--- src/rtl/cam_rx_pkg.sv ---
package cam_rx_pkg;

  typedef enum logic [1:0] {
    ST_IDLE  = 2'd0,
    ST_RUN   = 2'd1,
    ST_DRAIN = 2'd2
  } strm_st_e;

  // Global page offsets (low byte of the address)
  localparam logic [7:0] OFS_CAP  = 8'h00;
  localparam logic [7:0] OFS_SRST = 8'h04;
  localparam logic [7:0] OFS_LANE = 8'h08;
  localparam logic [7:0] OFS_PHY  = 8'h40;

  // Stream page offsets
  localparam logic [7:0] OFS_CMD  = 8'h00;
  localparam logic [7:0] OFS_STAT = 8'h04;
  localparam logic [7:0] OFS_CHAN = 8'h08;
  localparam logic [7:0] OFS_BUF  = 8'h0C;

  // Bit positions
  localparam int CMD_GO    = 0;
  localparam int CMD_HALT  = 1;
  localparam int CMD_HOLD  = 4;
  localparam int STAT_RDY  = 31;
  localparam int BUF_BIG   = 8;
  localparam int CHAN_LSB  = 16;

endpackage

--- src/rtl/cam_stream_fsm.sv ---
module cam_stream_fsm
  import cam_rx_pkg::*;
(
  input  logic clk,
  input  logic rst,
  input  logic go,
  input  logic halt,
  input  logic hold,
  input  logic drained,
  output logic ready
);

  strm_st_e st_q;

  always_ff @(posedge clk) begin
    if (rst || hold) begin
      st_q <= ST_IDLE;
    end else begin
      unique case (st_q)
        ST_IDLE:  if (go)      st_q <= ST_RUN;
        ST_RUN:   if (halt)    st_q <= ST_DRAIN;
        ST_DRAIN: if (drained) st_q <= ST_IDLE;
        default:               st_q <= ST_IDLE;
      endcase
    end
  end

  assign ready = (st_q != ST_IDLE);

endmodule

--- src/rtl/cam_glob_regs.sv ---
module cam_glob_regs
  import cam_rx_pkg::*;
#(
  parameter int MAX_LANES   = 4,
  parameter int NUM_STREAMS = 4,
  parameter bit HAS_INT_PHY = 1'b0
) (
  input  logic        clk,
  input  logic        rst,
  input  logic        sel,
  input  logic [7:0]  ofs,
  input  logic        we,
  input  logic [31:0] wdata,
  output logic [31:0] rdata_c,
  output logic        front_rst,
  output logic        proto_rst,
  output logic [31:0] lane_cfg,
  output logic [31:0] phy_lane_ctrl
);

  localparam logic [2:0]  LANE_F = 3'(MAX_LANES);
  localparam logic [2:0]  STRM_F = 3'(NUM_STREAMS);
  localparam logic [31:0] CAP    = {25'd0, STRM_F, HAS_INT_PHY, LANE_F};

  logic [1:0] srst_q;

  always_ff @(posedge clk) begin
    if (rst) begin
      srst_q        <= '0;
      lane_cfg      <= '0;
      phy_lane_ctrl <= '0;
    end else if (sel && we) begin
      case (ofs)
        OFS_SRST: srst_q        <= wdata[1:0];
        OFS_LANE: lane_cfg      <= wdata;
        OFS_PHY:  phy_lane_ctrl <= wdata;
        default: ;
      endcase
    end
  end

  assign front_rst = srst_q[0];
  assign proto_rst = srst_q[1];

  always_comb begin
    rdata_c = '0;
    if (sel) begin
      case (ofs)
        OFS_CAP:  rdata_c = CAP;
        OFS_SRST: rdata_c = {30'd0, srst_q};
        OFS_LANE: rdata_c = lane_cfg;
        OFS_PHY:  rdata_c = phy_lane_ctrl;
        default:  rdata_c = '0;
      endcase
    end
  end

endmodule

--- src/rtl/cam_stream_slot.sv ---
module cam_stream_slot
  import cam_rx_pkg::*;
#(
  parameter int NUM_VC = 4
) (
  input  logic              clk,
  input  logic              rst,
  input  logic              sel,
  input  logic [7:0]        ofs,
  input  logic              we,
  input  logic [31:0]       wdata,
  input  logic              drained,
  output logic [31:0]       rdata_c,
  output logic              ready,
  output logic              soft_rst,
  output logic [NUM_VC-1:0] vc_en,
  output logic              big_fifo
);

  localparam int VC_MSB = CHAN_LSB + NUM_VC - 1;

  logic cmd_wr;
  assign cmd_wr = sel && we && (ofs == OFS_CMD);

  always_ff @(posedge clk) begin
    if (rst) begin
      soft_rst <= 1'b0;
      vc_en    <= '0;
      big_fifo <= 1'b0;
    end else if (sel && we) begin
      case (ofs)
        OFS_CMD:  soft_rst <= wdata[CMD_HOLD];
        OFS_CHAN: vc_en    <= wdata[VC_MSB:CHAN_LSB];
        OFS_BUF:  big_fifo <= wdata[BUF_BIG];
        default: ;
      endcase
    end
  end

  cam_stream_fsm u_fsm (
    .clk     (clk),
    .rst     (rst),
    .go      (cmd_wr && wdata[CMD_GO]),
    .halt    (cmd_wr && wdata[CMD_HALT]),
    .hold    (soft_rst || (cmd_wr && wdata[CMD_HOLD])),
    .drained (drained),
    .ready   (ready)
  );

  always_comb begin
    rdata_c = '0;
    if (sel) begin
      case (ofs)
        OFS_CMD:  rdata_c[CMD_HOLD]         = soft_rst;
        OFS_STAT: rdata_c[STAT_RDY]         = ready;
        OFS_CHAN: rdata_c[VC_MSB:CHAN_LSB]  = vc_en;
        OFS_BUF:  rdata_c[BUF_BIG]          = big_fifo;
        default:  rdata_c = '0;
      endcase
    end
  end

endmodule

--- src/rtl/cam_rx_regs.sv ---
module cam_rx_regs #(
  parameter int ADDR_W      = 12,
  parameter int NUM_STREAMS = 4,
  parameter int MAX_LANES   = 4,
  parameter int NUM_VC      = 4,
  parameter bit HAS_INT_PHY = 1'b0
) (
  input  logic                          clk,
  input  logic                          rst,
  input  logic [ADDR_W-1:0]             bus_addr,
  input  logic [31:0]                   bus_wdata,
  input  logic                          bus_we,
  input  logic                          bus_re,
  output logic [31:0]                   bus_rdata,
  input  logic [NUM_STREAMS-1:0]        drain_done,
  output logic                          front_rst,
  output logic                          proto_rst,
  output logic [31:0]                   lane_cfg,
  output logic [31:0]                   phy_lane_ctrl,
  output logic [NUM_STREAMS-1:0]        strm_running,
  output logic [NUM_STREAMS-1:0]        strm_soft_rst,
  output logic [NUM_STREAMS*NUM_VC-1:0] strm_vc_en,
  output logic [NUM_STREAMS-1:0]        strm_big_fifo
);

  localparam int PAGE_W = ADDR_W - 8;

  logic [PAGE_W-1:0] page;
  logic [7:0]        ofs;
  logic [31:0]       glob_rd;
  logic [31:0]       slot_rd [NUM_STREAMS];
  logic [31:0]       rd_mux;

  assign page = bus_addr[ADDR_W-1:8];
  assign ofs  = bus_addr[7:0];

  cam_glob_regs #(
    .MAX_LANES   (MAX_LANES),
    .NUM_STREAMS (NUM_STREAMS),
    .HAS_INT_PHY (HAS_INT_PHY)
  ) u_glob (
    .clk           (clk),
    .rst           (rst),
    .sel           (page == '0),
    .ofs           (ofs),
    .we            (bus_we),
    .wdata         (bus_wdata),
    .rdata_c       (glob_rd),
    .front_rst     (front_rst),
    .proto_rst     (proto_rst),
    .lane_cfg      (lane_cfg),
    .phy_lane_ctrl (phy_lane_ctrl)
  );

  for (genvar n = 0; n < NUM_STREAMS; n++) begin : g_slot
    cam_stream_slot #(.NUM_VC(NUM_VC)) u_slot (
      .clk      (clk),
      .rst      (rst),
      .sel      (page == PAGE_W'(n + 1)),
      .ofs      (ofs),
      .we       (bus_we),
      .wdata    (bus_wdata),
      .drained  (drain_done[n]),
      .rdata_c  (slot_rd[n]),
      .ready    (strm_running[n]),
      .soft_rst (strm_soft_rst[n]),
      .vc_en    (strm_vc_en[n*NUM_VC +: NUM_VC]),
      .big_fifo (strm_big_fifo[n])
    );
  end

  always_comb begin
    rd_mux = glob_rd;
    for (int n = 0; n < NUM_STREAMS; n++) rd_mux = rd_mux | slot_rd[n];
  end

  always_ff @(posedge clk) begin
    if (rst)         bus_rdata <= '0;
    else if (bus_re) bus_rdata <= rd_mux;
    else             bus_rdata <= '0;
  end

endmodule

--- config.mk ---
export PLATFORM = sky130hd
export DESIGN_NAME = cam_rx_regs
export DESIGN_NICKNAME = d
export VERILOG_FILES = /design/src/rtl/cam_rx_pkg.sv /design/src/rtl/cam_stream_fsm.sv /design/src/rtl/cam_glob_regs.sv /design/src/rtl/cam_stream_slot.sv /design/src/rtl/cam_rx_regs.sv
export SDC_FILE = /design/constraint.sdc
export NUM_CORES = 1
export LEC_CHECK = 0
export BUFFER_PORTS_ARGS = -buffer_cell sky130_fd_sc_hd__buf_4
export CAP_MARGIN = 25
export CORE_MARGIN = 2
export CORE_UTILIZATION = 48
export DETAILED_ROUTE_END_ITERATION = 12
export PLACE_DENSITY = 0.77
export SYNTH_ARGS = -nofsm -noshare
export SYNTH_HDL_FRONTEND = slang
export SYNTH_SLANG_ARGS = --single-unit
--- constraint.sdc ---
create_clock -name clk -period 3 [get_ports clk]
set_input_delay 0.15 -clock clk [delete_from_list [all_inputs] [get_ports clk]]
set_output_delay 0.15 -clock clk [all_outputs]
set_load 0.01 [all_outputs]
==> flow_summary.yaml <==
status:
  status: "completed"
logic_synthesis:
  ys_seq_elements: 130
  synth_cell_types: 49
  syn-cell-area_um2: 5350
  synth_nets: 685
  yosysMostFrequentCell: "nand2_1"
  synth_top_cell_by_area: "dfxtp_1"
  ys_warn_count: 0
  synth_top_area_share_pct: 48.7
  syn_area_per_cell_um2: 8.45
  syn_inst: 633
  async_reset_ff_share_pct: 0
  synthTopCellsByCount: "nand2_1 (140), dfxtp_1 (130), a21oi_1 (72)"
  synth_ff_type: "dfxtp_1"
  ys_seq_area_share_pct: 48.7
  synth.top_cells.by_area: "dfxtp_1 (49%), nand2_1 (9.8%), a21oi_1 (6.7%)"
  synth_edf_count: 0
hold_path:
  hp-class: "input port to flop"
  min_from: "drain_done[3]"
critical_path:
  critPathLaunchType: "input port"
  crit_type: "input port to flop"
  cp.arrival_ns: 2.03
  reg2reg_from: "g_slot[1].u_slot.u_fsm.st_q[0]"
  worstPathRequired_ns: 3.42
  end_kind: "flop"
  crit_path_start: "bus_addr[6]"
  crit_fanout: 17
layout:
  final_nets: 872
  drive_above_1_share_pct: 28.3
  final_util_pct: 70.9
  regArea_um2: 2600
  layout-area-overhead-vs-synth_pct: 43.7
  multi_input_area_um2: 2450
  diodes: 0
  stdcell_area_um2: 7690
  fill_cells: 838
floorplan:
  core_um2: 10800
  die_x_um: 110
  io_pins: 178
  initial_core_util_pct: 49.3
  die_h_um: 110
  rows: 38
  die-area_um2: 12000
clocking:
  cts_max_level: 4
  cts-resized-gates: 0
  cts_tree: "done"
  cts_root_buf: "clkbuf_8"
  cts_buffer_depth: 2
  cts_buffers: 17
  clk_latency_ns: 0.53
  clock-sinks: 130
  cts.clk_slew.worst_paths_ns: 0.06
sta:
  finalHoldViolations: 0
  period_needed_ns: 1.61
  setup-violations-final: 0
  rsz0062_at_grt: "no"
  fin_skew_ns: 0.0124
  slew_headroom_pct: 40.3
  slew_viol_final: 0
  worst_pin_slew_ns: 0.889
  fmax_mhz: 620
  setup_tns_ns: 0
  period_share_pct: 53.8
grt:
  grt_start_max_net_pins: 53
  grt_pass1_wl_um: 25300
  grt_usage_pct: 27.5
  antenna_found_initial: 0
  grt_pass1_vias: 5194
  overflow: 0
pwr:
  total_leakage_power_nw: 3.20
  power_density_nw_per_um2: 550
  ir_drop_mv: 0.436
detailed_routing:
  drcViolationCount: 0
  vias: 5451
  ant_nets: 0
  drt_iter0_drc: 394
  wirelength_um: 16400
  dr.pass1.iters: 5
  avgRoutedWirePerCell_um: 16.9
  vias_per_cell: 5.60
placement:
  port_buffers: 177
  dpl.hpwl_um: 10900
  gp_congestion: 0.858
  post_dp_cell_area_um2: 6670
flow_run:
  maxCapViolCount: 0
metrics by stage:
stage	power, mW	hold slack [ns]	instances	worst slack [ns]
after global placement	1.91	0.407	906	0.968
after detailed placement	1.92	0.415	906	0.885
after floorplan	1.83	0.290	633	1.46
final	4.22	0.0425	973	1.39
after CTS	4.24	0.0228	973	1.44
after global routing	4.33	0.0486	973	1.26
metal layers:
metal,track usage (%),share of wire (%),up-vias
met5,0,0,-
li1,-,-,2569
met3,7.05,7.3,37
met1,33.3,40,2612
met4,13.2,2.8,0
met2,45.5,49,233
layout by cell type, fill, tap and decap left out, types with 4 or more instances in the layout:
master         netlist  layout
a22oi_1             36      36
nand2_1            140     140
and3_1               5       5
nand4_1             15      15
bufinv_16            0       5
or3_1                4       4
nor2b_1              7       7
dfxtp_1            130     130
o22ai_1              7       7
clkbuf_16            0      16
a22o_1               6       6
o21ai_0              8       8
buf_4               12     188
nand3_1              6       6
nand3b_1             4       4
mux2_2               5       5
nor2_1              55      55
clkbuf_8             0       5
a21oi_1             72      72
dlygate4sd3_1        0      35
inv_1                8       8
mux2i_1             25      25
cell type report:
class / instances / share of cell area [%]
timing repair buffer: 223 / 22.9
inverter: 8 / 0.391
sequential: 130 / 33.9
clock inverter: 11 / 2.56
multi-input combinational: 440 / 31.9
clock buffer: 21 / 6.10
tap: 140 / 2.28
where the power goes:
| group | leakage, nW | internal [mW] | switching, mW |
|---|---|---|---|
| clock network | 0.321 | 1.53 | 0.775 |
| registers | 1.05 | 1.73 | 0.000115 |
| logic | 1.83 | 0.0928 | 0.102 |
| total | 3.20 | 3.35 | 0.877 |
registers in the layout, indices dropped and copies added, names as in the netlist:
| name | cells |
|---|---|
| bus_rdata | 32 |
| g_slot.u_slot.big_fifo | 4 |
| g_slot.u_slot.soft_rst | 4 |
| g_slot.u_slot.u_fsm.st_q | 8 |
| g_slot.u_slot.vc_en | 16 |
| u_glob.lane_cfg | 32 |
| u_glob.phy_lane_ctrl | 32 |
| u_glob.srst_q | 2 |
path summary, 6_finish.rpt:
path,to,slack [ns],cells past startpoint
max,g_slot[3].u_slot.u_fsm.st_q[1],1.39,5
min,g_slot[3].u_slot.u_fsm.st_q[1],0.04,5
max reg2reg,bus_rdata[31],1.61,4
min reg2reg,g_slot[1].u_slot.u_fsm.st_q[0],0.46,1
logic make-up after synthesis:
| group | share of synthesized area, % |
|---|---|
| buffers and inverters | 5.61 |
| AND/OR/NAND/NOR | 23.5 |
| multiplexers | 5.73 |
| AO/OA/AOI/OAI | 16.3 |
| flip-flops | 48.7 |
| adder cells (fa/ha/maj) | 0.187 |
critical path, stage by stage:
cell and delay, ns:
buf_4 0.14, nor4_4 0.80, nand4_2 0.26, o31a_1 0.35, a2111oi_2 0.33
repair_timing:
action                     4_1_cts  5_1_grt
hold buffers                    35        0
setup endpoints to repair        0        0
hold endpoints to repair        94        0
buffers inserted                 0        0
No activity file was read; power rests on OpenSTA's default activity.
